**config.mk**
```make
export PLATFORM = sky130hd
export DESIGN_NAME = phys_addr_unit
export DESIGN_NICKNAME = d
export VERILOG_FILES = /design/src/rtl/pau_pkg.sv /design/src/rtl/pau_ctrl.sv /design/src/rtl/pau_datapath.sv /design/src/rtl/phys_addr_unit.sv
export SDC_FILE = /design/constraint.sdc
export NUM_CORES = 1
export LEC_CHECK = 0
export CAP_MARGIN = 20
export CORE_UTILIZATION = 52
export DETAILED_ROUTE_END_ITERATION = 8
export GPL_TIMING_DRIVEN = 1
export PLACE_DENSITY = 0.8
export SYNTH_ARGS = -nofsm -noshare
export SYNTH_HDL_FRONTEND = slang
export SYNTH_HIERARCHICAL = 1
export SYNTH_SLANG_ARGS = --single-unit
```
**constraint.sdc**
```tcl
create_clock -name clk -period 5.3 [get_ports clk]
set_input_delay 1.06 -clock clk [delete_from_list [all_inputs] [get_ports clk]]
set_output_delay 1.06 -clock clk [all_outputs]
set_load 0.02 [all_outputs]
```
**src/rtl/pau_pkg.sv**
```systemverilog
package pau_pkg;

  localparam int SEG_COUNT = 4;

  typedef enum logic [1:0] {
    SEG_ES = 2'd0,
    SEG_CS = 2'd1,
    SEG_SS = 2'd2,
    SEG_DS = 2'd3
  } seg_code_e;

  // strobes from control to datapath
  typedef struct packed {
    logic      wrStb;
    seg_code_e wrIdx;
    seg_code_e rdIdx;
  } pau_ctl_t;

  // override prefix pattern: 001ss110
  localparam logic [7:0] PREFIX_MASK  = 8'hE7;
  localparam logic [7:0] PREFIX_MATCH = 8'h26;

endpackage

```
**src/rtl/pau_ctrl.sv**
```systemverilog
module pau_ctrl
  import pau_pkg::*;
(
  input  logic       clk,
  input  logic       rstN,
  input  logic       wrEn,
  input  logic [1:0] wrSel,
  input  logic       byteValid,
  input  logic [7:0] byteData,
  input  logic       instEnd,
  input  logic       bpBased,
  output pau_ctl_t   ctl
);

  logic      prefixHit;
  logic      pendValid;
  seg_code_e pendSeg;
  seg_code_e defaultSeg;

  assign prefixHit = byteValid && ((byteData & PREFIX_MASK) == PREFIX_MATCH);

  // a new prefix outranks the end strobe: it belongs to the next instruction
  always_ff @(posedge clk) begin
    if (!rstN) begin
      pendValid <= 1'b0;
      pendSeg   <= SEG_ES;
    end else if (prefixHit) begin
      pendValid <= 1'b1;
      pendSeg   <= seg_code_e'(byteData[4:3]);
    end else if (instEnd) begin
      pendValid <= 1'b0;
    end
  end

  assign defaultSeg = bpBased ? SEG_SS : SEG_DS;

  always_comb begin
    ctl.wrStb = wrEn;
    ctl.wrIdx = seg_code_e'(wrSel);
    ctl.rdIdx = pendValid ? pendSeg : defaultSeg;
  end

  // a prefix byte arms its segment
  a_r5_prefix_arms: assert property (@(posedge clk) disable iff (!rstN)
    prefixHit |=> (pendValid && pendSeg == seg_code_e'($past(byteData[4:3]))));

  // end strobe without a new prefix disarms
  a_r6_end_clears: assert property (@(posedge clk) disable iff (!rstN)
    (instEnd && !prefixHit) |=> !pendValid);

  // armed state holds when nothing touches it
  a_r6_hold: assert property (@(posedge clk) disable iff (!rstN)
    (pendValid && !instEnd && !prefixHit) |=> (pendValid && $stable(pendSeg)));

  // non-prefix bytes never arm
  a_r5_no_spurious: assert property (@(posedge clk) disable iff (!rstN)
    (!pendValid && !prefixHit) |=> !pendValid);

endmodule

```
**src/rtl/pau_datapath.sv**
```systemverilog
module pau_datapath
  import pau_pkg::*;
#(
  parameter int SEG_W     = 16,
  parameter int OFS_W     = 16,
  parameter int SEG_SHIFT = 4,
  localparam int ADDR_W   = SEG_W + SEG_SHIFT
)(
  input  logic              clk,
  input  logic              rstN,
  input  pau_ctl_t          ctl,
  input  logic [SEG_W-1:0]  wrData,
  input  logic [OFS_W-1:0]  offset,
  output logic [ADDR_W-1:0] physAddr
);

  logic [SEG_W-1:0]  segReg [SEG_COUNT];
  logic [SEG_W-1:0]  selSeg;
  logic [ADDR_W-1:0] baseAddr;
  logic [ADDR_W-1:0] ofsExt;

  for (genvar g = 0; g < SEG_COUNT; g++) begin : g_seg
    always_ff @(posedge clk) begin
      if (!rstN)
        segReg[g] <= '0;
      else if (ctl.wrStb && ctl.wrIdx == seg_code_e'(g))
        segReg[g] <= wrData;
    end

    // untouched registers keep their value
    a_r2_hold: assert property (@(posedge clk) disable iff (!rstN)
      !(ctl.wrStb && ctl.wrIdx == seg_code_e'(g)) |=> $stable(segReg[g]));
  end

  assign selSeg   = segReg[ctl.rdIdx];
  assign baseAddr = {selSeg, {SEG_SHIFT{1'b0}}};
  assign ofsExt   = ADDR_W'(offset);
  assign physAddr = baseAddr + ofsExt;   // carry out of the top drops: wrap

  // written value lands in the addressed register
  a_r2_write: assert property (@(posedge clk) disable iff (!rstN)
    ctl.wrStb |=> (segReg[$past(ctl.wrIdx)] == $past(wrData)));

  // the low bits below the shift come straight from the offset
  a_r3_low_bits: assert property (@(posedge clk) disable iff (!rstN)
    physAddr[SEG_SHIFT-1:0] == offset[SEG_SHIFT-1:0]);

endmodule

```
**src/rtl/phys_addr_unit.sv**
```systemverilog
module phys_addr_unit
  import pau_pkg::*;
#(
  parameter int SEG_W     = 16,
  parameter int OFS_W     = 16,
  parameter int SEG_SHIFT = 4,
  localparam int ADDR_W   = SEG_W + SEG_SHIFT
)(
  input  logic              clk,
  input  logic              rstN,
  input  logic              wrEn,
  input  logic [1:0]        wrSel,
  input  logic [SEG_W-1:0]  wrData,
  input  logic              byteValid,
  input  logic [7:0]        byteData,
  input  logic              instEnd,
  input  logic [OFS_W-1:0]  offset,
  input  logic              bpBased,
  output logic [1:0]        segSel,
  output logic [ADDR_W-1:0] physAddr
);

  pau_ctl_t ctl;

  pau_ctrl u_ctrl (
    .clk       (clk),
    .rstN      (rstN),
    .wrEn      (wrEn),
    .wrSel     (wrSel),
    .byteValid (byteValid),
    .byteData  (byteData),
    .instEnd   (instEnd),
    .bpBased   (bpBased),
    .ctl       (ctl)
  );

  pau_datapath #(
    .SEG_W     (SEG_W),
    .OFS_W     (OFS_W),
    .SEG_SHIFT (SEG_SHIFT)
  ) u_dp (
    .clk      (clk),
    .rstN     (rstN),
    .ctl      (ctl),
    .wrData   (wrData),
    .offset   (offset),
    .physAddr (physAddr)
  );

  assign segSel = ctl.rdIdx;

endmodule

```
==> impl_results.md, run 1 <==
* Core ar. at 6760 um^2
* Slowest CP cell: mux4_2
* Antenna cells at 0
* Placed Cells at 432
* 1st-iter DRT viols at 110
* Worst-case vdd ir drop at 0.169 mV
* Setup crit end kind: output port
* Die Ht at 85.5 um
* # rows at 30
* Initial Utilization at 53.7%
* CTS clk-pin slew, worst paths at 60 ps
* Skew final at 0 ps
* Leak at 1.83 nW
* Syn Area/Cell at 13.0 um^2
* Final #Nets at 430
* Post-synth cell types at 37
* Vias in the first global route at 2427
* RR Endpoint: u_ctrl/pendValid$_SDFFE_PN0P_
* Worst-Margin Slew at 1080 ps
* Clock buffer depth at 2
* Prevailing post-synth register cell: edfxtp_1
* Via Count at 2451
* Critical Path AT at 4110 ps
* Register area share after synthesis at 54.6%
* Post-detail-place hpwl at 4920 um
* Critical path class: input port to output port
* Cells after Synth at 279
* Synth Register Bits at 67
* Worst path max stage delay at 510 ps
* Power Dens Cells at 289 nW/um^2
* Initial antenna violation count at 0
* Worst reg2reg startpoint: u_ctrl/pendValid$_SDFFE_PN0P_
* Status: finished, final reports clean
* Worst hold stages at 2
* Die W at 85.5 um
* CP delay by family, top: buffers and inverters
* Share of layout cells above drive strength 1 at 21.2%
* Max-cap violations at 0
* Finished Core Util at 69.5%
* Clk root buf: clkbuf_8
* TritonCTS Sinks at 67
* Hold Buf Count CTS at 0
* CTS Buf Count at 9
* TritonRoute pass-1 iters at 4
* Worst Hold Endpoint: u_ctrl/pendSeg[1]$_SDFFE_PN0P_
* Fin cells at 453
* Crit path top cell by count: buf_4
* GRT Overall Usage at 21.3%
* Min-Delay Path Class: flop to flop
* Final Hold Vio Count at 0
* Largest net degree at the start of global routing at 17
* Slew margin rel. at 27.4%
* Synthesis-to-layout area growth at 29.4%
* Setup slack, reg-to-reg at 4570 ps
* Fin crit period at 5170 ps
* Peak Freq at 193 MHz
* Cell Chain, Critical Path: clkdlybuf4s50_1 > mux2i_2 > buf_4 > mux4_2 > ha_1 > inv_1 > fa_1 > nand2b_1 > a21oi_2 > o41ai_2 > buf_4 > a21oi_2 > buf_4 > o211ai_1 > clkbuf_2
* ANT nets after route at 0
* Final Max Slew Viols at 0
* Critical Path RT at 4240 ps
* Routed len/inst at 16.0 um
* CTS tree: done
* Warnings from Yosys at 6
* Top Ports at 70
* Reg2reg path depth at 2
* Worst Path Buf+Inv at 6
* Wirelength, routed at 7260 um
* Port Buffers at 61
* Startpoint Class: input port
* Cell taking the most area after synthesis: edfxtp_1
* GP Congestion at 0.829
* First-pass GRT wire length at 11600 um
* Mapped cell area at 3630 um^2
* Synth area leaders: edfxtp_1 53%, and2_1 11%, mux4_2 8.1%
* Crit path max fanout at 3
* Post-synth top area share at 52.9%
* Clk_lat worst skew at 340 ps
* Die area at 7320 um^2
* Total gr overflow at 0
* DRC Markers at 0
* Tcrit/Tclk final at 97.5%
* CTS H-tree lvls at 3
* Most frequent cells in the layout: 64 x and2_1, 64 x edfxtp_1, 52 x clkdlybuf4s50_1
* Async set-reset flop share out of synthesis at 0%
* Setup violations, final at 0
* Hold_sp: u_ctrl/pendSeg[1]$_SDFFE_PN0P_
* Vias per cell at 5.41
* Syn Nets at 340
* EDFF count, synth at 64
==> sequential cells by signal, summed over array words and instances, names as in the netlist <==
register          flops
u_ctrl/pendSeg        2
u_ctrl/pendValid      1
u_dp/segReg          64
==> worst register-to-register path, cell delays in order, from the launching register on <==
cell and delay [ps]:
dfxtp_1 330, nor2b_1 140, o21a_1 160
==> Yosys cell counts, types with 2 or more instances <==
cell / instances
and2_1: 64
edfxtp_1: 64
nand2_1: 19
mux4_2: 13
ha_1: 12
nor2_1: 11
a21oi_1: 10
o21ai_0: 9
inv_1: 8
buf_4: 7
xnor2_1: 7
clkbuf_1: 6
nand2b_1: 6
o21a_1: 5
xor2_1: 5
nand3_1: 4
dfxtp_1: 3
mux2i_1: 3
mux4_1: 3
a21o_1: 2
nor3_1: 2
==> worst max-delay path by stage <==
| stage | start | to | slack (ps) | cells after the start |
|---|---|---|---|---|
| after global routing | bpBased | physAddr[16] | -8 | 15 |
| after global placement | bpBased | physAddr[19] | -310 | 13 |
| after floorplan | bpBased | physAddr[15] | 120 | 11 |
| final | bpBased | physAddr[16] | 130 | 15 |
| after CTS | bpBased | physAddr[12] | 10 | 12 |
| after detailed placement | bpBased | physAddr[19] | -380 | 13 |
==> power by group <==
part           switching (W)  internal, W
sequential        0.00000980     0.000619
combinational       0.000169     0.000181
clock               0.000169     0.000211
total               0.000348      0.00101
==> area by class of cell <==
| cell class | count | area, um^2 |
|---|---|---|
| Fill cell | 487 | 2060 |
| Multi-Input combinational cell | 189 | 1570 |
| Inverter | 8 | 30.0 |
| Timing Repair Buffer | 94 | 838 |
| Clock buffer | 11 | 131 |
| Tap cell | 80 | 100 |
| Sequential cell | 67 | 1980 |
| Clock inverter | 4 | 42.5 |
==> cells by family (layout without fill, tap and decap cells) <==
family,after synthesis,in the layout,share of synthesized area [%]
fa+ha+maj,13,13,4.69
flops,67,67,54.6
buf+inv,23,117,3.34
simple gates,112,112,17.5
xor+xnor,12,12,2.90
mux,19,19,11.1
compound gates,33,33,5.93
==> per-stage QoR <==
step	power, W	hold WS [ps]	setup slack, ps	setup TNS (ps)	cell area, um^2
final	0.00136	467	130	0	4700
after global routing	0.00142	482	-7.63	-10.2	4700
after CTS	0.00136	468	14.8	0	4670
after detailed placement	0.000986	455	-383	-2380	4470
after global placement	0.000977	451	-306	-1890	4470
after floorplan	0.000826	430	119	0	3630
==> routing by layer <==
metal  vias up  track usage (%)  routed length (um)
met5         -                0                   0
met4         0             9.24                 146
met3        14             5.00                 410
met2        86             36.9                3680
met1      1162             25.6                3030
li1       1189                -                   -
==> repair_timing <==
item                                   CTS  global route
buffers inserted                         3             3
gates resized for setup                 15            20
pin swaps                                1             0
setup endpoints to repair                8            10
endpoints found under the hold margin    0             0
(Power assumes the default switching activity.)
==> inputs of run 2 (changes only) <==
Settings changed: GPL_TIMING_DRIVEN 1 to 0.
==> impl_results.md, run 2 (synthesized netlist as in run 1, its figures left out) <==
* Status: finished, final reports clean
* Clk_lat worst skew at 340 ps
* Vias per cell at 5.45
* Setup crit end kind: output port
* Top Registers: u_dp/segReg (64), u_ctrl/pendSeg (2), u_ctrl/pendValid (1)
* Critical path class: input port to output port
* RR Endpoint: u_ctrl/pendValid$_SDFFE_PN0P_
* Worst Setup SP: bpBased
* DRC Markers at 0
* # rows at 30
* Setup violations, final at 0
* ANT nets after route at 0
* GP Congestion at 0.784
* Finished Core Util at 68.5%
* CTS tree: done
* TritonRoute pass-1 iters at 4
* Die area at 7320 um^2
* Biggest register: u_dp/segReg
* CTS Buf Count at 9
* DP Area at 4380 um^2
* CTS clk-pin slew, worst paths at 60 ps
* TritonCTS Sinks at 67
* Hold WS at 457 ps
* Total gr overflow at 0
* Power Dens Cells at 290 nW/um^2
* Worst-case vdd ir drop at 0.189 mV
* Final Max Slew Viols at 0
* Clock buffer depth at 2
* Fin crit period at 5170 ps
* Top Ports at 70
* Worst-Margin Slew at 954 ps
* Startpoint Class: input port
* Peak Freq at 193 MHz
* Post-route setup slack at 127 ps
* Final Hold Vio Count at 0
* Setup slack, reg-to-reg at 4580 ps
* Worst hold stages at 2
* Share of layout cells above drive strength 1 at 18.0%
* Worst reg2reg startpoint: u_ctrl/pendValid$_SDFFE_PN0P_
* Routed len/inst at 16.0 um
* Port Buffers at 62
* First-pass GRT wire length at 10800 um
* Die W at 85.5 um
* Vias in the first global route at 2285
* Initial Utilization at 53.7%
* Slew margin rel. at 36.4%
* Core ar. at 6760 um^2
* Min-Delay Path Class: flop to flop
* Hold Buf Count CTS at 0
* CTS H-tree lvls at 3
* Worst Setup EP: physAddr[18]
* Synthesis-to-layout area growth at 27.5%
* Post-place setup slack at -785 ps
* Tcrit/Tclk final at 97.6%
* GRT Overall Usage at 20.4%
* Wirelength, routed at 7070 um
* Die Ht at 85.5 um
* Final #Nets at 418
* Via Count at 2408
* Max-cap violations at 0
* Most frequent cells in the layout: 64 x and2_1, 64 x edfxtp_1, 53 x clkdlybuf4s50_1
* Skew final at 0 ps
* Antenna cells at 0
* 1st-iter DRT viols at 123
* Initial antenna violation count at 0
* Post-detail-place hpwl at 5060 um
* Clk root buf: clkbuf_8
* Leak at 1.74 nW
* Critical Path AT at 4110 ps
* Largest net degree at the start of global routing at 17
* Reg2reg path depth at 2
* Max reg flops at 64
* Final instance area at 4630 um^2
* Final setup TNS at 0 ps
* Critical Path RT at 4240 ps
* Crit path max fanout at 5
-- run 2: layer usage --
metal | track usage, % | vias to the layer above | share of wire (%)
met5 | 0 | - | 0
met4 | 10.6 | 0 | 3.5
met3 | 4.33 | 19 | 4.4
met2 | 36.1 | 75 | 51
met1 | 23.3 | 1147 | 41
li1 | - | 1167 | -
-- run 2: what timing repair did --
action,4_1_cts,5_1_grt
resized for setup,25,22
pin swaps,1,4
gates cloned,0,0
buffers inserted,3,1
endpoints found under the setup margin,13,8
-- run 2: worst min-delay path by stage --
stage	endpoint	from	slack (ps)
floorplan	u_ctrl/pendSeg[1]$_SDFFE_PN0P_	u_ctrl/pendSeg[1]$_SDFFE_PN0P_	430
global placement	u_ctrl/pendSeg[1]$_SDFFE_PN0P_	u_ctrl/pendSeg[1]$_SDFFE_PN0P_	440
detailed placement	u_ctrl/pendSeg[1]$_SDFFE_PN0P_	u_ctrl/pendSeg[1]$_SDFFE_PN0P_	450
CTS	u_ctrl/pendSeg[1]$_SDFFE_PN0P_	u_ctrl/pendSeg[1]$_SDFFE_PN0P_	460
global route	u_ctrl/pendSeg[0]$_SDFFE_PN0P_	u_ctrl/pendSeg[0]$_SDFFE_PN0P_	470
finish	u_ctrl/pendSeg[1]$_SDFFE_PN0P_	u_ctrl/pendSeg[1]$_SDFFE_PN0P_	460
-- run 2: area by class of cell --
class,instances,area (um^2)
inverter,8,30.0
timing repair buffer,67,637
multi-input combinational,189,1600
clock inverter,4,41.3
tap,80,100
fill,502,2130
buffer,15,106
clock buffer,12,135
sequential,67,1980
-- run 2: where the power goes --
group / switching, W / internal, W / leakage [nW] / total [W]
Sequential: 0.00000898 / 0.000618 / 0.654 / 0.000627
Clock: 0.000174 / 0.000213 / 0.0871 / 0.000386
Combinational: 0.000168 / 0.000160 / 1.00 / 0.000329
-- run 2: per-stage QoR --
| step | instances | power, W |
|---|---|---|
| floorplan | 279 | 0.000826 |
| global placement | 421 | 0.000955 |
| detailed placement | 422 | 0.000966 |
| CTS | 441 | 0.00135 |
| global route | 442 | 0.00140 |
| finish | 442 | 0.00134 |
-- run 2: worst max-delay path, cell delays in order --
cell             delay (ps)
clkdlybuf4s50_1         410
mux2i_2                 190
buf_6                   150
mux4_2                  520
ha_1                    210
inv_1                    70
fa_1                    190
nand2b_1                130
a21oi_1                 100
o41ai_2                 510
a21oi_2                 180
o221ai_2                200
buf_2                   180
==> inputs of run 3 (changes only) <==
Settings changed: GPL_TIMING_DRIVEN 0 to default, RECOVER_POWER from default to 50.
==> impl_results.md, run 3 (synthesized netlist as in run 1, its figures left out) <==
* TritonRoute pass-1 iters at 6
* Slowest CP cell: mux4_2
* GRT Overall Usage at 21.3%
* Cell Chain, Critical Path: clkdlybuf4s50_1 > mux2i_2 > buf_4 > mux4_2 > ha_1 > inv_1 > fa_1 > nand2b_1 > a21oi_2 > o41ai_2 > buf_4 > a21oi_2 > buf_4 > o211ai_1 > clkbuf_2
* Critical path class: input port to output port
* Final Max Slew Viols at 51
* Slew margin rel. at -73.8%
* Leak at 1.82 nW
* Worst Setup EP: physAddr[16]
* Clk root buf: clkbuf_8
* Vias in the first global route at 2427
* Biggest register: u_dp/segReg
* Critical Path AT at 4120 ps
* Port Buffers at 61
* Total gr overflow at 0
* Setup crit end kind: output port
* Via Count at 2448
* Final setup TNS at 0 ps
* Worst Path Buf+Inv at 6
* M3 GR Usage at 5.00%
* Setup slack, reg-to-reg at 4570 ps
* Initial Utilization at 53.7%
* Final #Nets at 430
* Routed len/inst at 16.0 um
* Top Ports at 70
* Critical Path RT at 4240 ps
* Pint at 0.00101 W
* Most common cell after layout, fill and taps aside: edfxtp_1
* Wirelength, routed at 7240 um
* Peak Freq at 193 MHz
* Synthesis-to-layout area growth at 28.9%
* CTS clk-pin slew, worst paths at 60 ps
* GRT met2 Usage at 36.9%
* Die area at 7320 um^2
* Vias per cell at 5.40
* Most frequent cells in the layout: 64 x edfxtp_1, 63 x and2_1, 49 x clkdlybuf4s50_1
* CP Depth at 15
* CP delay by family, top: buffers and inverters
* Hold Buf Count CTS at 0
* Clock buffer depth at 2
* Combinational fraction of design power at 25.6%
* CTS tree: done
* Crit path top cell by count: buf_4
* Share of layout cells above drive strength 1 at 19.8%
* Power Dens Cells at 290 nW/um^2
* Setup violations, final at 0
* RR Endpoint: u_ctrl/pendValid$_SDFFE_PN0P_
* Failing checks: max-capacitance violations, max-slew violations
* Die W at 85.5 um
* Top Registers: u_dp/segReg (64), u_ctrl/pendSeg (2), u_ctrl/pendValid (1)
* Worst reg2reg startpoint: u_ctrl/pendValid$_SDFFE_PN0P_
* Worst-Margin Slew at 2580 ps
* Register share of total power at 46.4%
* Crit path max fanout at 3
* First-pass GRT wire length at 11600 um
* Max reg flops at 64
* ANT nets after route at 0
* Post-detail-place hpwl at 4920 um
* Startpoint Class: input port
* Clk_lat worst skew at 340 ps
* Min-Delay Path Class: flop to flop
* DRC Markers at 0
* Worst-case vdd ir drop at 0.169 mV
* Reg2reg path depth at 2
* CTS Buf Count at 9
* CTS H-tree lvls at 3
* Antenna cells at 0
* P_sw at 0.000348 W
* # rows at 30
* Met1 Use GR at 25.6%
* Tcrit/Tclk final at 97.8%
* Clock power frac at 28.1%
* Worst path max stage delay at 510 ps
* Skew final at 0 ps
* TritonCTS Sinks at 67
* Register area at 1980 um^2
* Fill count at 493
* Status: finished, violations left
* 1st-iter DRT viols at 105
* Core ar. at 6760 um^2
* Layer carrying the most global-route usage: met2
* Sw Ratio at 25.6%
* GP Congestion at 0.829
* Fin crit period at 5180 ps
* Largest net degree at the start of global routing at 17
* Hold WS at 468 ps
* Die Ht at 85.5 um
* Max-cap violations at 3
* Initial antenna violation count at 0
* Final Hold Vio Count at 0
* Worst Setup SP: bpBased
* Multi-input logic area at 1560 um^2
==> run 3: changes by cell type in the layout (fill, tap and decap cells not counted), moves of 2 or more <==
cell	change
o21ai_2	-5
dlygate4sd3_1	+3
clkbuf_1	-6
ha_1	+3
ha_2	-2
clkdlybuf4s50_1	-4
buf_4	+19
o21ai_0	+3
o21ai_1	+2
==> run 3: stage by stage <==
| step | cell area [um^2] | utilization (%) | setup slack, ps | cells | total power (W) |
|---|---|---|---|---|---|
| after floorplan | 3630 | - | 119 | 279 | 0.000826 |
| after global placement | 4470 | 66.1 | -306 | 432 | 0.000977 |
| after detailed placement | 4470 | 66.1 | -383 | 432 | 0.000986 |
| after CTS | 4670 | 69.1 | 14.8 | 450 | 0.00136 |
| after global routing | 4680 | 69.2 | -7.63 | 453 | 0.00142 |
| final | 4680 | 69.2 | 115 | 453 | 0.00136 |
==> run 3: worst min path at each step <==
stage,startpoint,end,slack (ps),depth (start not counted)
global placement,u_ctrl/pendSeg[1]$_SDFFE_PN0P_,u_ctrl/pendSeg[1]$_SDFFE_PN0P_,450,2
floorplan,u_ctrl/pendSeg[1]$_SDFFE_PN0P_,u_ctrl/pendSeg[1]$_SDFFE_PN0P_,430,2
detailed placement,u_ctrl/pendSeg[1]$_SDFFE_PN0P_,u_ctrl/pendSeg[1]$_SDFFE_PN0P_,460,2
finish,u_ctrl/pendSeg[1]$_SDFFE_PN0P_,u_ctrl/pendSeg[1]$_SDFFE_PN0P_,470,2
CTS,u_ctrl/pendSeg[1]$_SDFFE_PN0P_,u_ctrl/pendSeg[1]$_SDFFE_PN0P_,470,2
global route,u_ctrl/pendSeg[1]$_SDFFE_PN0P_,u_ctrl/pendSeg[1]$_SDFFE_PN0P_,480,2
==> run 3: area by class of cell <==
type / count / area share (%)
Multi-Input combinational cell: 189 / 33.3
Inverter: 8 / 0.642
Clock inverter: 4 / 0.910
Sequential cell: 67 / 42.4
Timing Repair Buffer: 94 / 17.8
Clock buffer: 11 / 2.81
Tap cell: 80 / 2.14
==> run 3: worst reg2reg max path: cells and delay by family, from the launching register on <==
family | cells | cell delay (ps)
compound gates | 1 | 160
flops | 1 | 330
simple gates | 1 | 140
==> run 3: repair_timing <==
item                       in CTS  in global routing
pin swaps                       1                  0
setup endpoints to repair       8                 10
gates resized for setup        15                 20
buffers inserted                3                  3
==> run 3: routing by layer <==
layer	vias up	wire [um]
met5	-	0
met4	0	154
met3	15	316
met2	77	3640
met1	1167	3120
li1	1189	-
==> run 3: power groups by stage <==
stage / registers [W] / clock network, W / logic [W]
floorplan: 0.000635 / 0 / 0.000191
global placement: 0.000636 / 0 / 0.000341
detailed placement: 0.000639 / 0 / 0.000346
CTS: 0.000629 / 0.000389 / 0.000344
global route: 0.000633 / 0.000412 / 0.000375
finish: 0.000630 / 0.000381 / 0.000347
